File: config.mk
export PLATFORM = sky130hd
export DESIGN_NAME = prio_intc
export DESIGN_NICKNAME = d
export VERILOG_FILES = /design/src/rtl/intc_pkg.sv /design/src/rtl/intc_prog.sv /design/src/rtl/intc_capture.sv /design/src/rtl/intc_arbiter.sv /design/src/rtl/prio_intc.sv
export SDC_FILE = /design/constraint.sdc
export NUM_CORES = 1
export LEC_CHECK = 0
export BUFFER_PORTS_ARGS = -buffer_cell sky130_fd_sc_hd__buf_4
export CAP_MARGIN = 0
export CORE_MARGIN = 10
export CORE_UTILIZATION = 41
export DETAILED_ROUTE_END_ITERATION = 7
export PLACE_DENSITY_LB_ADDON = 0.2
export SLEW_MARGIN = 30
export SYNTH_ARGS = -nofsm -noshare
export SYNTH_HDL_FRONTEND = slang
export SYNTH_SLANG_ARGS = --single-unit
File: constraint.sdc
create_clock -name clk -period 2.8 [get_ports clk]
set_input_delay 0.14 -clock clk [delete_from_list [all_inputs] [get_ports clk]]
set_output_delay 0.14 -clock clk [all_outputs]
set_load 0.1 [all_outputs]
File: src/rtl/intc_pkg.sv
package intc_pkg;
  typedef enum logic [2:0] {
    SQ_IDLE,
    SQ_BASE,
    SQ_CASC,
    SQ_MODE,
    SQ_READY
  } seq_e;

  localparam int          INIT_FLAG_BIT = 4;
  localparam logic [7:0]  OP_SEL_REQ    = 8'h0A;
  localparam logic [7:0]  OP_SEL_SVC    = 8'h0B;
  localparam logic [4:0]  OP_EOI_TAG    = 5'b01100;
  localparam int          AEOI_BIT      = 1;
endpackage

File: src/rtl/intc_prog.sv
module intc_prog
  import intc_pkg::*;
#(
  parameter int N  = 8,
  parameter int DW = 8,
  parameter int IW = 3
) (
  input  logic          clk,
  input  logic          rst_n,
  input  logic          wr_en,
  input  logic          sel_data,
  input  logic [DW-1:0] wdata,
  output logic [N-1:0]  mask_q,
  output logic [DW-1:0] base_q,
  output logic [DW-1:0] casc_q,
  output logic          aeoi_q,
  output logic          show_svc_q,
  output logic          ready,
  output logic          init_start,
  output logic          eoi_hit,
  output logic [IW-1:0] eoi_idx
);
  seq_e          seq_q, seq_d;
  logic [N-1:0]  mask_d;
  logic [DW-1:0] base_d, casc_d;
  logic          aeoi_d, show_svc_d;

  assign ready   = (seq_q == SQ_READY);
  assign eoi_idx = wdata[IW-1:0];

  always_comb begin
    seq_d      = seq_q;
    mask_d     = mask_q;
    base_d     = base_q;
    casc_d     = casc_q;
    aeoi_d     = aeoi_q;
    show_svc_d = show_svc_q;
    init_start = 1'b0;
    eoi_hit    = 1'b0;
    if (wr_en && !sel_data) begin
      if (wdata[INIT_FLAG_BIT]) begin
        seq_d      = SQ_BASE;
        show_svc_d = 1'b0;
        init_start = 1'b1;
      end else if (wdata == OP_SEL_REQ) begin
        show_svc_d = 1'b0;
      end else if (wdata == OP_SEL_SVC) begin
        show_svc_d = 1'b1;
      end else if (wdata[7:3] == OP_EOI_TAG && 32'(wdata[2:0]) < N) begin
        eoi_hit = 1'b1;
      end
    end else if (wr_en && sel_data) begin
      case (seq_q)
        SQ_BASE: begin base_d = wdata; seq_d = SQ_CASC; end
        SQ_CASC: begin casc_d = wdata; seq_d = SQ_MODE; end
        SQ_MODE: begin aeoi_d = wdata[AEOI_BIT]; seq_d = SQ_READY; end
        default: mask_d = wdata[N-1:0];
      endcase
    end
  end

  always_ff @(posedge clk or negedge rst_n) begin
    if (!rst_n) begin
      seq_q      <= SQ_IDLE;
      mask_q     <= '1;
      base_q     <= '0;
      casc_q     <= '0;
      aeoi_q     <= 1'b0;
      show_svc_q <= 1'b0;
    end else if (wr_en) begin
      seq_q      <= seq_d;
      mask_q     <= mask_d;
      base_q     <= base_d;
      casc_q     <= casc_d;
      aeoi_q     <= aeoi_d;
      show_svc_q <= show_svc_d;
    end
  end
endmodule

File: src/rtl/intc_capture.sv
module intc_capture #(
  parameter int N = 8
) (
  input  logic         clk,
  input  logic         rst_n,
  input  logic [N-1:0] line_i,
  input  logic [N-1:0] level_i,
  input  logic [N-1:0] clr_i,
  output logic [N-1:0] irr_o
);
  for (genvar g = 0; g < N; g++) begin : g_line
    logic prev_q, req_q, req_d;

    always_comb begin
      if (level_i[g])
        req_d = line_i[g] & ~clr_i[g];
      else
        req_d = ((req_q & line_i[g]) | (line_i[g] & ~prev_q)) & ~clr_i[g];
    end

    always_ff @(posedge clk or negedge rst_n) begin
      if (!rst_n) begin
        prev_q <= 1'b0;
        req_q  <= 1'b0;
      end else begin
        prev_q <= line_i[g];
        req_q  <= req_d;
      end
    end

    assign irr_o[g] = req_q;
  end
endmodule

File: src/rtl/intc_arbiter.sv
module intc_arbiter #(
  parameter int N  = 8,
  parameter int IW = 3
) (
  input  logic [N-1:0]  irr_i,
  input  logic [N-1:0]  mask_i,
  input  logic [N-1:0]  svc_i,
  output logic          pending_o,
  output logic [IW-1:0] win_o
);
  logic [N-1:0] allowed, cand;
  logic         blocked;

  always_comb begin
    blocked = 1'b0;
    for (int i = 0; i < N; i++) begin
      blocked    = blocked | svc_i[i];
      allowed[i] = ~blocked;
    end
    cand      = irr_i & ~mask_i & allowed;
    pending_o = |cand;
    win_o     = '0;
    for (int i = N - 1; i >= 0; i--) begin
      if (cand[i]) win_o = IW'(i);
    end
  end
endmodule

File: src/rtl/prio_intc.sv
module prio_intc #(
  parameter int N  = 8,
  parameter int DW = 8
) (
  input  logic          clk,
  input  logic          rst_n,
  input  logic          reg_sel,
  input  logic          wr_stb,
  input  logic          rd_stb,
  input  logic [DW-1:0] wr_data,
  output logic [DW-1:0] rd_data,
  input  logic [N-1:0]  irq_lines,
  input  logic [N-1:0]  irq_level,
  output logic          int_out,
  input  logic          int_ack,
  output logic          vec_valid,
  output logic [DW-1:0] vec_out,
  output logic [DW-1:0] casc_word
);
  localparam int IW = (N > 1) ? $clog2(N) : 1;

  logic [1:0]    rs_q;
  logic          rst_ns;
  logic [N-1:0]  mask_q, irr_q, isr_q, isr_d, clr_vec;
  logic [DW-1:0] base_q, vec_d, rd_d, off;
  logic          aeoi_q, show_svc_q, ready, init_start, eoi_hit;
  logic [IW-1:0] eoi_idx, win_idx;
  logic          pend_raw, pend_rdy, grant, int_d;

  always_ff @(posedge clk or negedge rst_n) begin
    if (!rst_n) rs_q <= 2'b00;
    else        rs_q <= {rs_q[0], 1'b1};
  end
  assign rst_ns = rs_q[1];

  intc_prog #(.N(N), .DW(DW), .IW(IW)) u_prog (
    .clk(clk), .rst_n(rst_ns), .wr_en(wr_stb), .sel_data(reg_sel),
    .wdata(wr_data), .mask_q(mask_q), .base_q(base_q), .casc_q(casc_word),
    .aeoi_q(aeoi_q), .show_svc_q(show_svc_q), .ready(ready),
    .init_start(init_start), .eoi_hit(eoi_hit), .eoi_idx(eoi_idx)
  );

  intc_capture #(.N(N)) u_cap (
    .clk(clk), .rst_n(rst_ns), .line_i(irq_lines), .level_i(irq_level),
    .clr_i(clr_vec), .irr_o(irr_q)
  );

  intc_arbiter #(.N(N), .IW(IW)) u_arb (
    .irr_i(irr_q), .mask_i(mask_q), .svc_i(isr_q),
    .pending_o(pend_raw), .win_o(win_idx)
  );

  assign pend_rdy = pend_raw & ready;
  assign grant    = int_ack & pend_rdy;

  always_comb begin
    clr_vec = '0;
    if (grant) clr_vec = N'(1) << win_idx;

    isr_d = isr_q;
    if (init_start) begin
      isr_d = '0;
    end else begin
      if (eoi_hit)            isr_d[eoi_idx] = 1'b0;
      if (grant && !aeoi_q)   isr_d[win_idx] = 1'b1;
    end

    int_d = pend_rdy & ~int_ack;
    off   = grant ? DW'(win_idx) : DW'(N - 1);
    vec_d = base_q + off;

    if (reg_sel)         rd_d = DW'(mask_q);
    else if (show_svc_q) rd_d = DW'(isr_q);
    else                 rd_d = DW'(irr_q);
  end

  always_ff @(posedge clk or negedge rst_ns) begin
    if (!rst_ns) begin
      isr_q     <= '0;
      int_out   <= 1'b0;
      vec_valid <= 1'b0;
      vec_out   <= '0;
      rd_data   <= '0;
    end else begin
      isr_q     <= isr_d;
      int_out   <= int_d;
      vec_valid <= int_ack;
      if (int_ack) vec_out <= vec_d;
      if (rd_stb)  rd_data <= rd_d;
    end
  end
endmodule

* Word level (Yosys, flattened, before mapping)
Index checks and enable logic that the tools add are counted. W data, S select, Z words.
Storage, ports and cells: bits in registers 73, logic and storage cells 185, input bits 30, output and inout bits 26
Operators by class: add/sub/neg operators 1, $lt $le $gt $ge 4, bitwise operators 83, shifts and indexed selects 1, mux-type cells 42, reduce and logical (&&, ||, !) cells 18, equal/unequal tests 8
Operator list (number):
- $mux W8 | 7
- $mux W3 | 12
- $and A1 B1 Y1 | 35
- $not A1 Y1 | 27
- $and A8 B8 Y8 | 3
- $mux W1 | 20
- $reduce_and A4 Y1 | 5
- $eq A8 B4 Y1 const B | 2
- $not A8 Y8 | 2
- $or A1 B1 Y1 | 15
- $pmux W3 S3 | 1
- $add A8 B3 Y8 | 1
- $lt A3 B4 Y1 const B | 2
- $or A8 B8 Y8 | 1
- $reduce_or A8 Y1 | 1
- $shl A1 B3 Y8 const A | 1
- $demux W1 S3 | 2
- $eq A3 B2 Y1 const B | 2
- $ge A3 B1 Y1 const B | 2
- $eq A5 B4 Y1 const B | 1
- $logic_and A1 B1 Y1 | 5
- $reduce_bool A4 Y1 | 1
- $eq A3 B1 Y1 const B | 1
- $eq A3 B3 Y1 const B | 1
- other kinds (6) | 7

* Longest topological paths before layout
Gate-level depths: netlist of run 1.
depth after elaboration 24, mapped depth 14, mapped depth without buffers 12

* Cells and area by module
From an unflattened synthesis of run 1, not the netlist that was laid out.
Second synthesis, totals: cell total of the unflattened synthesis 321, area total of the unflattened synthesis 3748.6 µm²
By module, submodules not included:
- prio_intc | cells each 159, instances 1, area each 1580.3 µm²
- intc_prog | cells each 92, instances 1, area each 1315.0 µm²
- intc_capture | cells each 41, instances 1, area each 650.6 µm²
- intc_arbiter | cells each 29, instances 1, area each 202.7 µm²

* Worst setup path after synthesis of run 1
OpenSTA, ideal clock, no wires.
kind register -> register, from register isr_q[2], to register vec_out[5], stages on the path, launching flop included 12, arrival time 2.606 ns, period minus slack after synthesis 2.743 ns, required time 2.663 ns, setup time 0.137 ns, setup slack 0.057 ns, cells stage by stage dfrtp_1 or4_4 nor4b_4 a31o_2 nand2_1 nand3_1 ha_1 a21o_1 a21oi_1 nand3b_1 xor2_1 a21oi_1
Between the ends: cells in the longest elaborated chain, start to end 18, elaborated cells on any way between the ends 26, classes of those cells 1 x add/sub; 9 x mux; 15 x bitwise; 1 x reduce/logical
RTL lines:
- start, declared | line prio_intc.sv:24 | logic [N-1:0] mask_q, irr_q, isr_q, isr_d, clr_vec;
- start signal, assigned | line prio_intc.sv:85 | isr_q <= isr_d;
- $or A1 B1 Y1 * | line intc_arbiter.sv:17 | blocked = blocked | svc_i[i];
- $or A1 B1 Y1 (5 in a row) | line intc_arbiter.sv:17
- $not A1 Y1 | line intc_arbiter.sv:18 | allowed[i] = ~blocked;
- $and A8 B8 Y8 * | line intc_arbiter.sv:20 | cand = irr_i & ~mask_i & allowed;
- $mux W3 (8 in a row) | line intc_arbiter.sv:24 | if (cand[i]) win_o = IW'(i);
- $mux W3 * | line prio_intc.sv:69 | off = grant ? DW'(win_idx) : DW'(N - 1);
- $add A8 B3 Y8 * | line prio_intc.sv:70 | vec_d = base_q + off;
- end signal, assigned | line prio_intc.sv:88 | if (int_ack) vec_out <= vec_d;
- end, declared | line prio_intc.sv:17 | output logic [DW-1:0] vec_out,
Mark *: on every way between the ends. The rest lies on a longest branch, timed or not. A chain may end at the register's enable or synchronous reset.

* Worst setup path in the final report of run 1
from register isr_q[2], to register vec_out[7]
The elaborated chain is that of the path after synthesis.

==> parameters.txt, run 1 <==
Parameter                              Value

Run status
  Run status ... finished with violations
  Violated checks ... negative setup slack

Drt
  Via/cell ratio ... 5.36
  Number of DRC violations after detailed-routing iteration 0 ... 84
  Routed WL per cell ... 17.8 um
  Total via count in the routed design ... 2647
  Post-route antenna net violation count ... 0
  Final wirelength ... 8780 um
  DRC viols ... 0
  1st-pass router iterations ... 4

Timing
  Minimum clock period ... 2850 ps
  Post-Route Skew ... 13.3 ps
  Post-Route Setup TNS ... -99.0 ps
  Share of the clock period used by the worst path ... 102%
  Number of hold-slack violations in the final timing report ... 0
  Setup slack after layout ... -52.0 ps
  Unrepaired setup endpoints after global routing ... true
  Pins Over Slew Limit ... 0
  Actual slew at the worst max-slew pin ... 712 ps
  Worst slew margin ... 52.4%
  Count of endpoints failing setup in the final report ... 3
  Maximum clock frequency ... 351 MHz

Synthesis
  Net count after synthesis ... 326
  Most used DFF post-synth ... sky130_fd_sc_hd__dfrtp_1
  Number of synthesized flops with an enable pin ... 0
  Sequential cell area fraction in the yosys report ... 53.9%
  Count of different cell masters after synthesis ... 54
  Total of warnings raised by yosys ... 0
  #FFs+latches synth ... 73
  Post-synthesis area per instance ... 11.7 um2
  Async S/R FF share, synth ... 100%
  Cell area after synthesis ... 3410 um2
  Gate count after technology mapping ... 292

Worst setup path
  Kind of end point of the critical path ... flip-flop
  Cells traversed along the worst timing path ... or4_4, nor4b_4, a31o_1, nand2_2, nand3_1, ha_2, a21o_1, a21oi_4, nor4bb_4, xnor2_1, a21oi_1
  Origin of the critical flop-to-flop path ... isr_q[2]
  Maximum fanout along the worst path ... 4
  Cell with the largest stage delay on the worst path ... sky130_fd_sc_hd__or4_4
  Setup slack of the most critical reg-to-reg path ... -50 ps
  RR Endpoint ... vec_out[7]
  Worst stage delay on the critical path ... 610 ps
  Worst path required time ... 3030 ps
  CP Data Arrival Time ... 3080 ps
  Kind of start point of the critical path ... flip-flop
  Class of the most critical setup path ... flip-flop to flip-flop
  FF-to-FF path depth ... 11

Floorplanning
  Number of core rows ... 33
  Area of the die ... 12400 um2
  Number of I/O pins ... 56
  Floorplan die height ... 111 um
  Die extent in x ... 111 um
  Starting utilization of the core area ... 41.9%
  Core area ... 8130 um2

Cells and area
  Synth-to-layout area growth ... 33.4%
  Fraction of final layout cells with drive strength greater than 1 ... 42.7%
  Filler Cells Inserted ... 710
  Fin nets ... 418
  Number of non-filler instances in the completed layout ... 494
  Design Area, Final ... 4550 um2
  Core occupancy in the finished layout ... 55.9%
  Count of inserted antenna diode cells ... 0

GRT
  Number of global-route vias before repair ... 2772
  GR Util All Layers ... 14.1%
  Total gr overflow ... 0
  Global-route wire length before repair ... 14200 um
  Antenna violations before repair ... 0
  Maximum number of pins on one net before global-route repair ... 54

Placed design
  Post-Place Cell Area ... 4070 um2
  Global placer's final weighted congestion ... 0.942
  Count of buffers inserted at the top-level ports ... 55
  Post-DP HPWL ... 6460 um
  Count of placed standard cells including taps ... 463

Job
  Maxcap violations ... 0

Power
  Worst vdd ir ... 0.000893 V
  Leakage component of the power ... 2.04 nW
  Pwr/cell area ... 1250 nW/um2

Clock network
  CTS tree ... done
  Clock buffers created by TritonCTS ... 9
  Root buffer selected by CTS ... sky130_fd_sc_hd__clkbuf_8
  Worst-skew pair later-pin latency ... 360 ps
  Level count of the clock H-tree ... 3
  Buffer depth of the longest clock path ... 2
  Clock-pin slew on the worst setup and hold paths ... 80 ps
  Clock sink total ... 73

Min path
  End point of the most critical hold path ... vec_valid
  Hold path cells ... 1
  Worst hold start ... int_ack
  Path type of the worst min-delay path ... input port to flip-flop
-- state kept, by name, indices dropped and copies added, names as in the netlist, 2 cells and up --
register	count
u_cap.g_line.prev_q	8
vec_out	8
u_prog.mask_q	8
u_prog.seq_q	3
u_prog.base_q	8
u_cap.g_line.req_q	8
rd_data	8
u_prog.casc_q	8
rs_q	2
isr_q	8
-- through the flow --
step	total power [mW]	setup slack [ps]	hold WS (ps)
2_1_floorplan	3.76	56.7	-156
3_3_place_gp	4.46	7.88	-76.6
3_5_place_dp	4.49	-112	-76.6
4_1_cts	5.54	0.188	4.33
5_1_grt	6.00	-195	10.9
6_report	5.69	-52.0	16.3
-- power by group --
part           internal, mW  switching, mW
sequential             1.43          0.271
combinational          1.06           1.95
clock                 0.593          0.389
total                  3.08           2.61
-- per-layer routing --
| metal | part of all wire (%) | vias up | global-route usage, % |
|---|---|---|---|
| met1 | 44 | 1305 | 17.3 |
| met4 | 2.0 | 0 | 6.34 |
| li1 | - | 1241 | - |
| met5 | 0 | - | 0 |
| met3 | 6.5 | 16 | 4.60 |
| met2 | 48 | 85 | 21.8 |
-- kinds of logic after synthesis --
family | count (synthesis) | synth area share (%)
flip-flops | 73 | 53.9
multiplexers | 44 | 14.2
AO/OA/AOI/OAI | 69 | 13.8
adder cells (fa/ha/maj) | 4 | 1.69
buffers and inverters | 19 | 2.39
AND/OR/NAND/NOR | 76 | 12.4
other | 1 | 0.110
XOR/XNOR | 6 | 1.54
-- synth_stat cells, drive strengths merged (3+ instances only) --
cell	n	share of area, %
dfrtp	65	48
mux2	36	12
nand2	25	2.8
o21ai	18	2.6
a21oi	15	2.2
nor2	13	1.4
inv	10	1.1
o31ai	10	2.2
dfstp	8	6.2
mux2i	8	2.3
nand2b	8	1.5
clkbuf	5	0.59
nand3	5	0.73
nor2b	5	0.92
o211ai	5	1.1
buf	4	0.70
o311ai	4	1.0
xnor2	4	1.0
a21o	3	0.66
ha	3	1.1
nand3b	3	0.66
nor3	3	0.44
-- worst max-delay path, delay by kind of cell, from the launching register on --
family                   cells  cell delay (ps)
AO/OA/AOI/OAI                4              550
AND/OR/NAND/NOR              5             1420
XOR/XNOR                     1              160
adder cells (fa/ha/maj)      1              190
flip-flops                   1              410
-- how the worst max path moves through the flow --
stage	startpoint	endpoint	slack, ps	cells past startpoint
floorplan	isr_q[2]	vec_out[5]	60	11
global placement	isr_q[2]	vec_out[5]	8	11
detailed placement	isr_q[2]	vec_out[7]	-110	11
CTS	isr_q[2]	vec_out[6]	0.2	12
global route	isr_q[2]	vec_out[7]	-200	11
finish	isr_q[2]	vec_out[7]	-50	11
-- placed cells by master (no fill, tap or decap), types with 4 or more instances in the layout --
cell type / n
sky130_fd_sc_hd__a21oi_1: 13
sky130_fd_sc_hd__buf_4: 80
sky130_fd_sc_hd__clkbuf_8: 9
sky130_fd_sc_hd__dfrtp_1: 64
sky130_fd_sc_hd__dfstp_2: 8
sky130_fd_sc_hd__dlygate4sd3_1: 9
sky130_fd_sc_hd__inv_1: 10
sky130_fd_sc_hd__mux2_2: 35
sky130_fd_sc_hd__mux2i_1: 8
sky130_fd_sc_hd__nand2_1: 22
sky130_fd_sc_hd__nand2b_1: 8
sky130_fd_sc_hd__nand3_1: 4
sky130_fd_sc_hd__nor2_1: 12
sky130_fd_sc_hd__nor2b_1: 5
sky130_fd_sc_hd__o211ai_1: 5
sky130_fd_sc_hd__o21ai_0: 14
sky130_fd_sc_hd__o311ai_0: 4
sky130_fd_sc_hd__o31ai_1: 10
sky130_fd_sc_hd__xnor2_1: 4
-- repair_timing --
action / CTS / global route
pin swaps: 3 / 16
endpoints found under the hold margin: 10 / 0
gates resized for setup: 4 / 16
setup endpoints to repair: 5 / 6
setup buffers: 3 / 3
hold buffers: 9 / 0
cloned: 0 / 0
-- layout make-up --
| class | count | area, um2 | area share (%) |
|---|---|---|---|
| Tap cell | 105 | 131 | 2.89 |
| Multi-Input combinational cell | 200 | 1600 | 35.1 |
| Timing Repair Buffer | 90 | 711 | 15.6 |
| Sequential cell | 73 | 1840 | 40.4 |
| Clock inverter | 5 | 104 | 2.28 |
| Inverter | 10 | 37.5 | 0.825 |
| Clock buffer | 11 | 131 | 2.89 |
Note: power is estimated with default switching activity, not from simulation.
==> run 2: changes to the inputs <==
==> constraint.sdc (replaced) <==
create_clock -name clk -period 2.8 [get_ports clk]
set_input_delay 0.56 -clock clk [delete_from_list [all_inputs] [get_ports clk]]
set_output_delay 0.56 -clock clk [all_outputs]
set_load 0.1 [all_outputs]
==> run 2 against run 1 <==
Compared with the run above: the flow now finishes without violations; largest power group unchanged; clock skew decreased by 2.7 ps; register-to-register slack improved by 140 ps; sequential share of layout area increased by 1.2 points; global-route usage decreased by 0.35 points; count of clock-buffer cells in the layout increased by 2; sequential power about the same; via count decreased by 2.6%.
==> parameters.txt, run 2 (synthesis gave the netlist of run 1 again) <==
Parameter                              Value

Floorplanning
  Number of core rows ... 33 (unchanged)
  Core area ... 8130 um2 (unchanged)
  Starting utilization of the core area ... 41.9% (unchanged)
  Number of I/O pins ... 56 (unchanged)
  Floorplan die height ... 111 um (unchanged)
  Die extent in x ... 111 um (unchanged)
  Area of the die ... 12400 um2 (unchanged)

Clock network
  Level count of the clock H-tree ... 3 (unchanged)
  CTS tree ... done (unchanged)
  Root buffer selected by CTS ... sky130_fd_sc_hd__clkbuf_8 (unchanged)
  Clock buffers created by TritonCTS ... 9 (unchanged)
  Worst-skew pair later-pin latency ... 350 ps (was 360 ps)
  Buffer depth of the longest clock path ... 2 (unchanged)
  Clock sink total ... 73 (unchanged)
  Clock-pin slew on the worst setup and hold paths ... 80 ps (about the same)

Placed design
  Count of buffers inserted at the top-level ports ... 55 (unchanged)
  Count of placed standard cells including taps ... 463 (unchanged)
  Global placer's final weighted congestion ... 0.926 (was 0.942)
  Post-DP HPWL ... 6400 um (was 6460 um)

Cells and area
  Area occupied by multi-input gates ... 1590 um2 (was 1600 um2)
  Core occupancy in the finished layout ... 54.3% (was 55.9%)
  Filler Cells Inserted ... 694 (was 710)
  Synth-to-layout area growth ... 29.6% (was 33.4%)
  Number of non-filler instances in the completed layout ... 484 (was 494)
  Count of inserted antenna diode cells ... 0 (unchanged)
  Fraction of final layout cells with drive strength greater than 1 ... 42.5% (was 42.7%)
  Most frequent standard cell in the layout excluding fill and tap cells ... sky130_fd_sc_hd__buf_4 (unchanged)
  Register area ... 1840 um2 (about the same)
  Most used cells in the layout excluding fill and tap cells ... sky130_fd_sc_hd__buf_4, sky130_fd_sc_hd__dfrtp_1, sky130_fd_sc_hd__mux2_2, sky130_fd_sc_hd__nand2_1, sky130_fd_sc_hd__o21ai_0 (unchanged)
  Fin nets ... 408 (was 418)

Worst setup path
  Buf/Inv on CP ... 0 (unchanged)
  Worst stage delay on the critical path ... 590 ps (was 610 ps)
  Kind of start point of the critical path ... flip-flop (unchanged)
  Setup slack of the most critical reg-to-reg path ... 90 ps (was -50 ps)
  Gate family responsible for the most delay along the worst path ... simple AND/OR/NAND/NOR gates (unchanged)
  Kind of end point of the critical path ... flip-flop (unchanged)
  Origin of the critical flop-to-flop path ... isr_q[2] (unchanged)
  Maximum fanout along the worst path ... 3 (was 4)
  Worst path required time ... 3080 ps (was 3030 ps)
  CP Data Arrival Time ... 2990 ps (was 3080 ps)
  Cells traversed along the worst timing path ... or4_4, a211oi_2, o21ai_1, nand2_2, nand3_2, ha_4, fa_1, a21o_1, nand2_1, nor2_1, xnor2_1, a21oi_1 (was or4_4, nor4b_4, a31o_1, nand2_2, nand3_1, ha_2, a21o_1, a21oi_4, nor4bb_4, xnor2_1, a21oi_1)
  FF-to-FF path depth ... 12 (was 11)
  Cell with the largest stage delay on the worst path ... sky130_fd_sc_hd__or4_4 (unchanged)
  RR Endpoint ... vec_out[6] (was vec_out[7])
  Class of the most critical setup path ... flip-flop to flip-flop (unchanged)

Power
  Pwr/cell area ... 1250 nW/um2 (about the same)
  Worst vdd ir ... 0.000775 V (was 0.000893 V)
  Leakage component of the power ... 1.96 nW (was 2.04 nW)

Drt
  Total via count in the routed design ... 2579 (was 2647)
  Post-route antenna net violation count ... 0 (unchanged)
  Final wirelength ... 8620 um (was 8780 um)
  DRC viols ... 0 (unchanged)
  Routed WL per cell ... 17.8 um (about the same)
  1st-pass router iterations ... 5 (was 4)
  Number of DRC violations after detailed-routing iteration 0 ... 156 (was 84)
  Via/cell ratio ... 5.33 (was 5.36)

GRT
  Global-route wire length before repair ... 13900 um (was 14200 um)
  Antenna violations before repair ... 0 (unchanged)
  Number of global-route vias before repair ... 2669 (was 2772)
  Total gr overflow ... 0 (unchanged)
  Routing layer with the top usage in global route ... met2 (unchanged)
  Global Route met2 Usage ... 21.6% (was 21.8%)
  Met3 Usage GRT ... 3.19% (was 4.60%)
  GR Util All Layers ... 13.7% (was 14.1%)
  Maximum number of pins on one net before global-route repair ... 54 (unchanged)
  Global routing usage on met1 ... 17.7% (was 17.3%)

Timing
  Maximum clock frequency ... 368 MHz (was 351 MHz)
  Minimum clock period ... 2710 ps (was 2850 ps)
  Count of endpoints failing setup in the final report ... 0 (was 3)
  Worst slew margin ... 35.0% (was 52.4%)
  Post-Route Skew ... 10.6 ps (was 13.3 ps)
  Actual slew at the worst max-slew pin ... 972 ps (was 712 ps)
  Unrepaired setup endpoints after global routing ... true (unchanged)
  Number of hold-slack violations in the final timing report ... 0 (unchanged)
  Pins Over Slew Limit ... 0 (unchanged)
  Share of the clock period used by the worst path ... 96.9% (was 102%)

Job
  Maxcap violations ... 0 (unchanged)

Run status
  Run status ... completed (was finished with violations)

Min path
  Path type of the worst min-delay path ... flip-flop to asynchronous set/reset pin (was input port to flip-flop)
==> run 2: final cells by class <==
class / instances / share of cell area (%)
clock buffer: 13 / 3.14
sequential: 73 / 41.6
multi-input combinational: 200 / 35.9
timing repair buffer: 80 / 14.0
inverter: 10 / 0.850
clock inverter: 3 / 1.47
tap: 105 / 2.97
==> run 2: repair_timing <==
action,in CTS,in global routing
resized for setup,3,17
buffers inserted,2,2
pin swaps,1,6
hold endpoints to repair,2,0
setup endpoints to repair,5,6
hold buffers,1,0
==> run 2: per-layer routing <==
layer / routed length [um] / vias to the layer above
met2: 4110 / 86
li1: - / 1215
met4: 154 / 0
met5: 0 / -
met3: 506 / 14
met1: 3850 / 1264
==> run 2: worst max-delay path by stage <==
stage	startpoint	endpoint	slack, ps	cells after the start
2_1_floorplan	isr_q[2]	vec_out[5]	60	11
3_3_place_gp	isr_q[2]	vec_out[5]	7	11
3_5_place_dp	isr_q[2]	vec_out[7]	-80	12
4_1_cts	isr_q[1]	vec_out[6]	10	12
5_1_grt	isr_q[1]	vec_out[6]	-100	12
6_report	isr_q[2]	vec_out[6]	90	12
==> run 2: report_power, final <==
group	leakage, nW	internal, mW	switching [mW]	total, mW
clock network	0.102	0.502	0.368	0.870
registers	0.878	1.43	0.272	1.70
logic	0.982	1.04	1.93	2.96
total	1.96	2.97	2.56	5.53
==> run 2: metrics by stage <==
| stage | TNS [ps] | area (um2) | power, mW | setup slack [ps] | hold WS [ps] |
|---|---|---|---|---|---|
| floorplan | 0 | 3410 | 3.76 | 56.7 | 264 |
| global placement | 0 | 4070 | 4.46 | 6.90 | 221 |
| detailed placement | -193 | 4070 | 4.48 | -82.6 | 227 |
| CTS | 0 | 4310 | 5.42 | 13.0 | 233 |
| global route | -219 | 4420 | 5.83 | -97.9 | 248 |
| finish | 0 | 4420 | 5.53 | 85.8 | 213 |
